<file path="config.mk">
export PLATFORM = sky130hd
export DESIGN_NAME = cascade_dn_timer
export DESIGN_NICKNAME = d
export VERILOG_FILES = /design/src/rtl/tmr_pkg.sv /design/src/rtl/tmr_regs.sv /design/src/rtl/tmr_tick_gen.sv /design/src/rtl/tmr_core.sv /design/src/rtl/cascade_dn_timer.sv
export SDC_FILE = /design/constraint.sdc
export NUM_CORES = 1
export LEC_CHECK = 0
export ABC_AREA = 1
export BUFFER_PORTS_ARGS = -buffer_cell sky130_fd_sc_hd__buf_2
export CORE_MARGIN = 5
export CORE_UTILIZATION = 63
export CTS_CLUSTER_DIAMETER = 120
export CTS_CLUSTER_SIZE = 16
export DETAILED_ROUTE_END_ITERATION = 7
export PLACE_DENSITY_LB_ADDON = 0.05
export RECOVER_POWER = 100
export SETUP_SLACK_MARGIN = 0.05
export SLEW_MARGIN = 20
export SYNTH_ARGS = -nofsm -noshare
export SYNTH_HDL_FRONTEND = slang
export SYNTH_HIERARCHICAL = 1
export SYNTH_SLANG_ARGS = --single-unit
</file>
<file path="constraint.sdc">
create_clock -name clk -period 4.8 [get_ports clk]
set_input_delay 0.48 -clock clk [delete_from_list [all_inputs] [get_ports clk]]
set_output_delay 0.48 -clock clk [all_outputs]
set_load 0.02 [all_outputs]
</file>
<file path="src/rtl/tmr_pkg.sv">
package tmr_pkg;

  // Default geometry of the timer register
  localparam int TMR_CNT_W  = 13;
  localparam int TMR_DATA_W = 16;

  // Tick source selected by the source field
  typedef enum logic {
    SRC_OSC   = 1'b0,
    SRC_CHAIN = 1'b1
  } tmr_src_e;

endpackage

</file>
<file path="src/rtl/tmr_regs.sv">
module tmr_regs
  import tmr_pkg::*;
#(
  parameter int DATA_W = TMR_DATA_W,
  parameter int CNT_W  = TMR_CNT_W
) (
  input  logic              clk,
  input  logic              rst,
  input  logic              wr_en,
  input  logic [DATA_W-1:0] wr_data,
  output logic              master,
  output logic              run,
  output tmr_src_e          src,
  output logic [CNT_W-1:0]  reload,
  output logic              wr_hit,
  output logic              load_live,
  output logic [CNT_W-1:0]  load_val
);

  localparam int SRC_BIT    = CNT_W;
  localparam int RUN_BIT    = CNT_W + 1;
  localparam int MASTER_BIT = CNT_W + 2;

  logic             new_master;
  logic [CNT_W-1:0] new_count;

  assign new_master = wr_data[MASTER_BIT];
  assign new_count  = wr_data[CNT_W-1:0];

  // A write is only taken while the timer still owns its address
  assign wr_hit    = wr_en & master;
  assign load_live = wr_hit & new_master & (new_count != '0);
  assign load_val  = new_count;

  always_ff @(posedge clk) begin
    if (rst) begin
      master <= 1'b1;
      run    <= 1'b0;
      src    <= SRC_OSC;
      reload <= '0;
    end else if (wr_hit) begin
      master <= new_master;
      if (new_master) begin
        run    <= wr_data[RUN_BIT];
        src    <= tmr_src_e'(wr_data[SRC_BIT]);
        reload <= new_count;
      end
    end
  end

  AST_MASTER_STICKY: assert property (@(posedge clk) disable iff (rst)
    !master |=> !master);

endmodule

</file>
<file path="src/rtl/tmr_tick_gen.sv">
module tmr_tick_gen
  import tmr_pkg::*;
#(
  parameter int OSC_DIV = 2
) (
  input  logic     clk,
  input  logic     rst,
  input  logic     restart,
  input  tmr_src_e src,
  input  logic     chain_in,
  output logic     tick
);

  logic osc_tick;
  logic chain_q;
  logic chain_tick;

  generate
    if (OSC_DIV > 1) begin : g_div
      localparam int PW = $clog2(OSC_DIV);
      logic [PW-1:0] pre;

      always_ff @(posedge clk) begin
        if (rst || restart) begin
          pre <= '0;
        end else if (pre == PW'(OSC_DIV - 1)) begin
          pre <= '0;
        end else begin
          pre <= pre + 1'b1;
        end
      end

      assign osc_tick = (pre == PW'(OSC_DIV - 1));
    end else begin : g_nodiv
      assign osc_tick = 1'b1;
    end
  endgenerate

  // Rising-edge detect turns the external divider into one-cycle enables
  always_ff @(posedge clk) begin
    if (rst) begin
      chain_q <= 1'b0;
    end else begin
      chain_q <= chain_in;
    end
  end

  assign chain_tick = chain_in & ~chain_q;
  assign tick       = (src == SRC_CHAIN) ? chain_tick : osc_tick;

  AST_CHAIN_EDGE: assert property (@(posedge clk) disable iff (rst)
    chain_tick |=> !chain_tick);

endmodule

</file>
<file path="src/rtl/tmr_core.sv">
module tmr_core
  import tmr_pkg::*;
#(
  parameter int CNT_W = TMR_CNT_W
) (
  input  logic             clk,
  input  logic             rst,
  input  logic             master,
  input  logic             run,
  input  logic             tick,
  input  logic             wr_hit,
  input  logic             load_live,
  input  logic [CNT_W-1:0] load_val,
  input  logic [CNT_W-1:0] reload,
  output logic             irq
);

  localparam logic [CNT_W-1:0] ONE = CNT_W'(1);

  logic [CNT_W-1:0] cnt;
  logic             step;

  // A write owns its edge; counting resumes on the next tick
  assign step = master & run & tick & ~wr_hit & (cnt != '0);

  always_ff @(posedge clk) begin
    if (rst) begin
      cnt <= '0;
      irq <= 1'b0;
    end else begin
      irq <= 1'b0;
      if (load_live) begin
        cnt <= load_val;
      end else if (step) begin
        if (cnt == ONE) begin
          cnt <= reload;
          irq <= 1'b1;
        end else begin
          cnt <= cnt - ONE;
        end
      end
    end
  end

  AST_IRQ_PULSE: assert property (@(posedge clk) disable iff (rst)
    irq |=> !irq);

  AST_ZERO_QUIET: assert property (@(posedge clk) disable iff (rst)
    (cnt == '0) |=> !irq);

  AST_HALT_HOLD: assert property (@(posedge clk) disable iff (rst)
    (master && !run && !wr_hit) |=> $stable(cnt));

  AST_OFF_SILENT: assert property (@(posedge clk) disable iff (rst)
    !master |=> !irq);

  AST_LOAD_TAKES: assert property (@(posedge clk) disable iff (rst)
    load_live |=> (cnt == $past(load_val)));

endmodule

</file>
<file path="src/rtl/cascade_dn_timer.sv">
module cascade_dn_timer
  import tmr_pkg::*;
#(
  parameter int DATA_W  = TMR_DATA_W,
  parameter int CNT_W   = TMR_CNT_W,
  parameter int OSC_DIV = 2
) (
  input  logic              clk,
  input  logic              rst,
  input  logic              wr_en,
  input  logic [DATA_W-1:0] wr_data,
  input  logic              chain_in,
  output logic              irq,
  output logic              bus_free
);

  logic             master;
  logic             run;
  tmr_src_e         src;
  logic [CNT_W-1:0] reload;
  logic             wr_hit;
  logic             load_live;
  logic [CNT_W-1:0] load_val;
  logic             tick;

  tmr_regs #(
    .DATA_W (DATA_W),
    .CNT_W  (CNT_W)
  ) u_regs (
    .clk       (clk),
    .rst       (rst),
    .wr_en     (wr_en),
    .wr_data   (wr_data),
    .master    (master),
    .run       (run),
    .src       (src),
    .reload    (reload),
    .wr_hit    (wr_hit),
    .load_live (load_live),
    .load_val  (load_val)
  );

  tmr_tick_gen #(
    .OSC_DIV (OSC_DIV)
  ) u_tick (
    .clk      (clk),
    .rst      (rst),
    .restart  (wr_hit),
    .src      (src),
    .chain_in (chain_in),
    .tick     (tick)
  );

  tmr_core #(
    .CNT_W (CNT_W)
  ) u_core (
    .clk       (clk),
    .rst       (rst),
    .master    (master),
    .run       (run),
    .tick      (tick),
    .wr_hit    (wr_hit),
    .load_live (load_live),
    .load_val  (load_val),
    .reload    (reload),
    .irq       (irq)
  );

  assign bus_free = ~master;

endmodule

</file>
==> summary.md <==
| Metric | Value |
|---|---|
| Initial antenna violation count | `0` |
| Avg Cell Area, Syn | `7.26 um^2` |
| TritonCTS buffer count | `5` |
| Internal Power | `0.459 mW` |
| Routed via count divided by cell count | `5.27` |
| Startpoint of the most critical register-to-register path | `u_regs/master` |
| Critical Path RT | `5.04 ns` |
| Logic pwr share | `27.0%` |
| R2r setup slk | `1.45 ns` |
| Total die area | `0.00465 mm^2` |
| Power dissipated by switching net loads | `0.237 mW` |
| Worst Max-Slew Pin Slew | `0.952 ns` |
| Instance count of the mapped netlist | `294` |
| Post-synthesis cell type with the largest combined area | `sky130_fd_sc_hd__dfxtp_1` |
| Yosys Warn Count | `6` |
| Status | `complete, no violations` |
| # setup viols final | `0` |
| PortBufs | `21` |
| Average detailed-routed wire length per instance | `12.7 um` |
| Setup slack after placement | `2.06 ns` |
| Relative slew slack | `36.5%` |
| Arrival time reported for the critical path endpoint | `3.59 ns` |
| Most used standard cells in the synthesized netlist | `63 x sky130_fd_sc_hd__nand2_1, 34 x sky130_fd_sc_hd__nor2_1, 32 x sky130_fd_sc_hd__dfxtp_1, 30 x sky130_fd_sc_hd__nand3_1, 22 x sky130_fd_sc_hd__inv_1` |
| Root Driver | `sky130_fd_sc_hd__clkbuf_4` |
| Area of the mapped netlist | `0.00214 mm^2` |
| Total number of clock tree sinks | `32` |
| Pins over their slew limit | `0` |
| I/O pins | `22` |
| Final min period | `3.35 ns` |
| Layout Skew | `0.00965 ns` |
| Share of post-route cells with drive strength above 1 | `20.7%` |
| Worst vdd rail ir drop | `0.174 mV` |
| Pwr per Cell Area | `327 mW/mm^2` |
| Power share of the clock group | `30.1%` |
| Number of synthesized flops with an enable pin | `0` |
| Pin count of the biggest net entering global routing | `22` |
| Core Area | `0.00331 mm^2` |
| Post-CTS Hold Buffers | `0` |
| Starting DRC count in detailed routing | `144` |
| First-pass GRT wire length | `7.58 mm` |
| Primary FF master, synth | `sky130_fd_sc_hd__dfxtp_1` |
| Final-report hold violation count | `0` |
| Pwr Total | `0.695 mW` |
| Launching element of the worst setup path | `u_regs/master` |
| Highest-delay cell along the critical path | `sky130_fd_sc_hd__clkinv_1` |
| Worst hold-check path type | `input pin to flop` |
| Distinct cells, synth | `34` |
| Delay of the slowest cell on the worst path | `0.58 ns` |
| End point of the critical path | `u_core/cnt[10]` |
| Horiz. Die Dim | `68.2 um` |
| Yosys top cell area share | `30.0%` |
| Cell types occupying the most area after synthesis | `sky130_fd_sc_hd__dfxtp_1 30%, sky130_fd_sc_hd__nand2_1 11%, sky130_fd_sc_hd__nand3_1 7.0%` |
| GRT overflow | `0` |
| Post-synthesis net count | `317` |
| Crit path launch type | `flop` |
| Switching power share of the total | `34.0%` |
| Number of nets in the finished design | `322` |
| Number of remaining DRC errors | `0` |
| Setup TNS after final layout | `0 ns` |
| Most repeated cell in the gate-level netlist after synthesis | `sky130_fd_sc_hd__nand2_1` |
| Setup fix buffers added after clock tree synthesis | `0` |
| Antenna diodes | `0` |
| Clock buffer depth | `2` |
| Sequential group share of total power | `43.0%` |
| Post-synthesis async set-or-reset flop share | `0%` |
| Cell type with the highest occurrence count on the critical path | `sky130_fd_sc_hd__nand2_1` |
| Final cycle utilization of the critical path | `69.7%` |
| Area Overhead vs Synth | `-0.410%` |
| Clock insertion delay at the later pin of the skew report | `0.34 ns` |
| Kind of critical path | `flop to flop` |
| Vias after detailed routing | `1824` |
| Setup slack after layout | `1.45 ns` |
| Crit end category | `flop` |
| Standby leakage power | `0.966 nW` |
| Cells traversed along the worst timing path | `nand2_1 > clkinvlp_2 > nand2_1 > a21oi_2 > clkinv_1 > nand2_4 > nand3_1 > a21oi_1 > nor2_1` |
| Aggregate routed wire length | `4.39 mm` |
| Hold path cells | `3` |
| Hold Slack | `0.340 ns` |
| Layout fillers | `352` |
| Hpwl dp | `3.20 mm` |
| CTS H-tree lvls | `2` |
| Die boundary height | `68.2 um` |
| First-pass iteration count of the detailed router | `4` |
| Number of cells traversed by the worst register-to-register path | `9` |
| Global-route usage over all layers | `21.9%` |
| Destination of the worst register-to-register timing path | `u_core/cnt[10]` |
| Flip-flop and latch count after synthesis | `32` |
| TritonCTS clock tree | `yes` |
| RSZ-0062 raised after global routing | `false` |
| Final Wtd Congestion | `0.830` |
| Initial cell density of the core | `64.5%` |
| Worst-path clk slew | `0.11 ns` |
| Total number of placement rows | `21` |
| Number of maximum-capacitance constraint violations | `0` |
| Cell area after layout | `0.00213 mm^2` |
| Fraction of the yosys area taken by sequential cells | `30.0%` |
| Post_cts resized | `0` |
| Maximum operating frequency | `299 MHz` |
| Via count of the first global-routing pass | `1639` |
| Antenna Nets Post-Route | `0` |
| Cell area after placement | `0.00210 mm^2` |
| Top fanout value on the critical path | `18` |
## routing by layer
metal	routed length, um	up-vias	share of wire (%)	GRT usage (%)
li1	-	948	-	-
met5	0	-	0	0
met4	73	0	1.7	8.19
met3	214	6	4.9	4.93
met2	1970	44	45	33.2
met1	2130	826	48	30.2
## worst min-delay path by stage
stage | slack [ns] | startpoint | endpoint
6_report | 0.34 | chain_in | u_tick/chain_q
5_1_grt | 0.32 | chain_in | u_tick/chain_q
4_1_cts | 0.32 | chain_in | u_tick/chain_q
3_5_place_dp | 0.43 | u_tick/g_div.pre | u_tick/g_div.pre
3_3_place_gp | 0.42 | u_tick/g_div.pre | u_tick/g_div.pre
2_1_floorplan | 0.41 | u_tick/g_div.pre | u_tick/g_div.pre
## sequential cells by signal, summed over array words and instances, names as in the netlist
| register | cells |
|---|---|
| u_core/cnt | 13 |
| u_regs/reload | 13 |
| u_core/irq | 1 |
| u_regs/master | 1 |
| u_regs/run | 1 |
| u_regs/src | 1 |
| u_tick/chain_q | 1 |
| u_tick/g_div.pre | 1 |
## cell type report
type,instances,area [um^2],share of cell area [%]
multi-input cells,214,1150,54.2
well taps,46,57.6,2.71
clock inverters,3,42.5,2.00
inverters,25,95.1,4.47
flip-flops and latches,32,641,30.1
clock buffers,5,37.5,1.76
repair buffers,21,101,4.76
## kinds of logic after synthesis
| group | Yosys count | share of synthesized area [%] |
|---|---|---|
| xor+xnor | 8 | 3.28 |
| compound gates | 43 | 13.2 |
| buf+inv | 48 | 13.9 |
| fa+ha+maj | 3 | 1.76 |
| flops | 32 | 30.0 |
| simple gates | 160 | 37.9 |
## per-stage QoR
| stage | instances | utilization (%) |
|---|---|---|
| detailed placement | 338 | 63.5 |
| global route | 346 | 64.2 |
| global placement | 338 | 63.5 |
| floorplan | 294 | - |
| CTS | 346 | 65.9 |
| finish | 346 | 64.2 |
## cells in the final DEF (no fill, tap or decap), drive strengths merged
| master | instances |
|---|---|
| a21oi | 28 |
| buf | 18 |
| bufinv | 1 |
| clkbuf | 8 |
| clkinv | 2 |
| clkinvlp | 2 |
| dfxtp | 32 |
| ha | 3 |
| inv | 23 |
| nand2 | 71 |
| nand3 | 39 |
| nand3b | 1 |
| nand4 | 1 |
| nor2 | 41 |
| nor3 | 3 |
| o211ai | 3 |
| o21ai | 12 |
| or2 | 4 |
| xnor2 | 2 |
| xor2 | 6 |
## critical path: cells and delay by family, from the launching register on
family / cells / cell delay [ns]
and+or+nand+nor: 5 / 1.11
buffers and inverters: 2 / 1.05
AOI/OAI and AO/OA: 2 / 0.68
DFF: 1 / 0.39
## power groups by stage
stage                     Combinational [mW]  Sequential [mW]  Clock (mW)
after CTS                              0.193            0.299       0.214
after global placement                 0.190            0.305           0
after global routing                   0.213            0.302       0.227
after detailed placement               0.191            0.305           0
after floorplan                        0.168            0.300           0
final                                  0.188            0.299       0.209
Power figures use the tool's default switching activity.
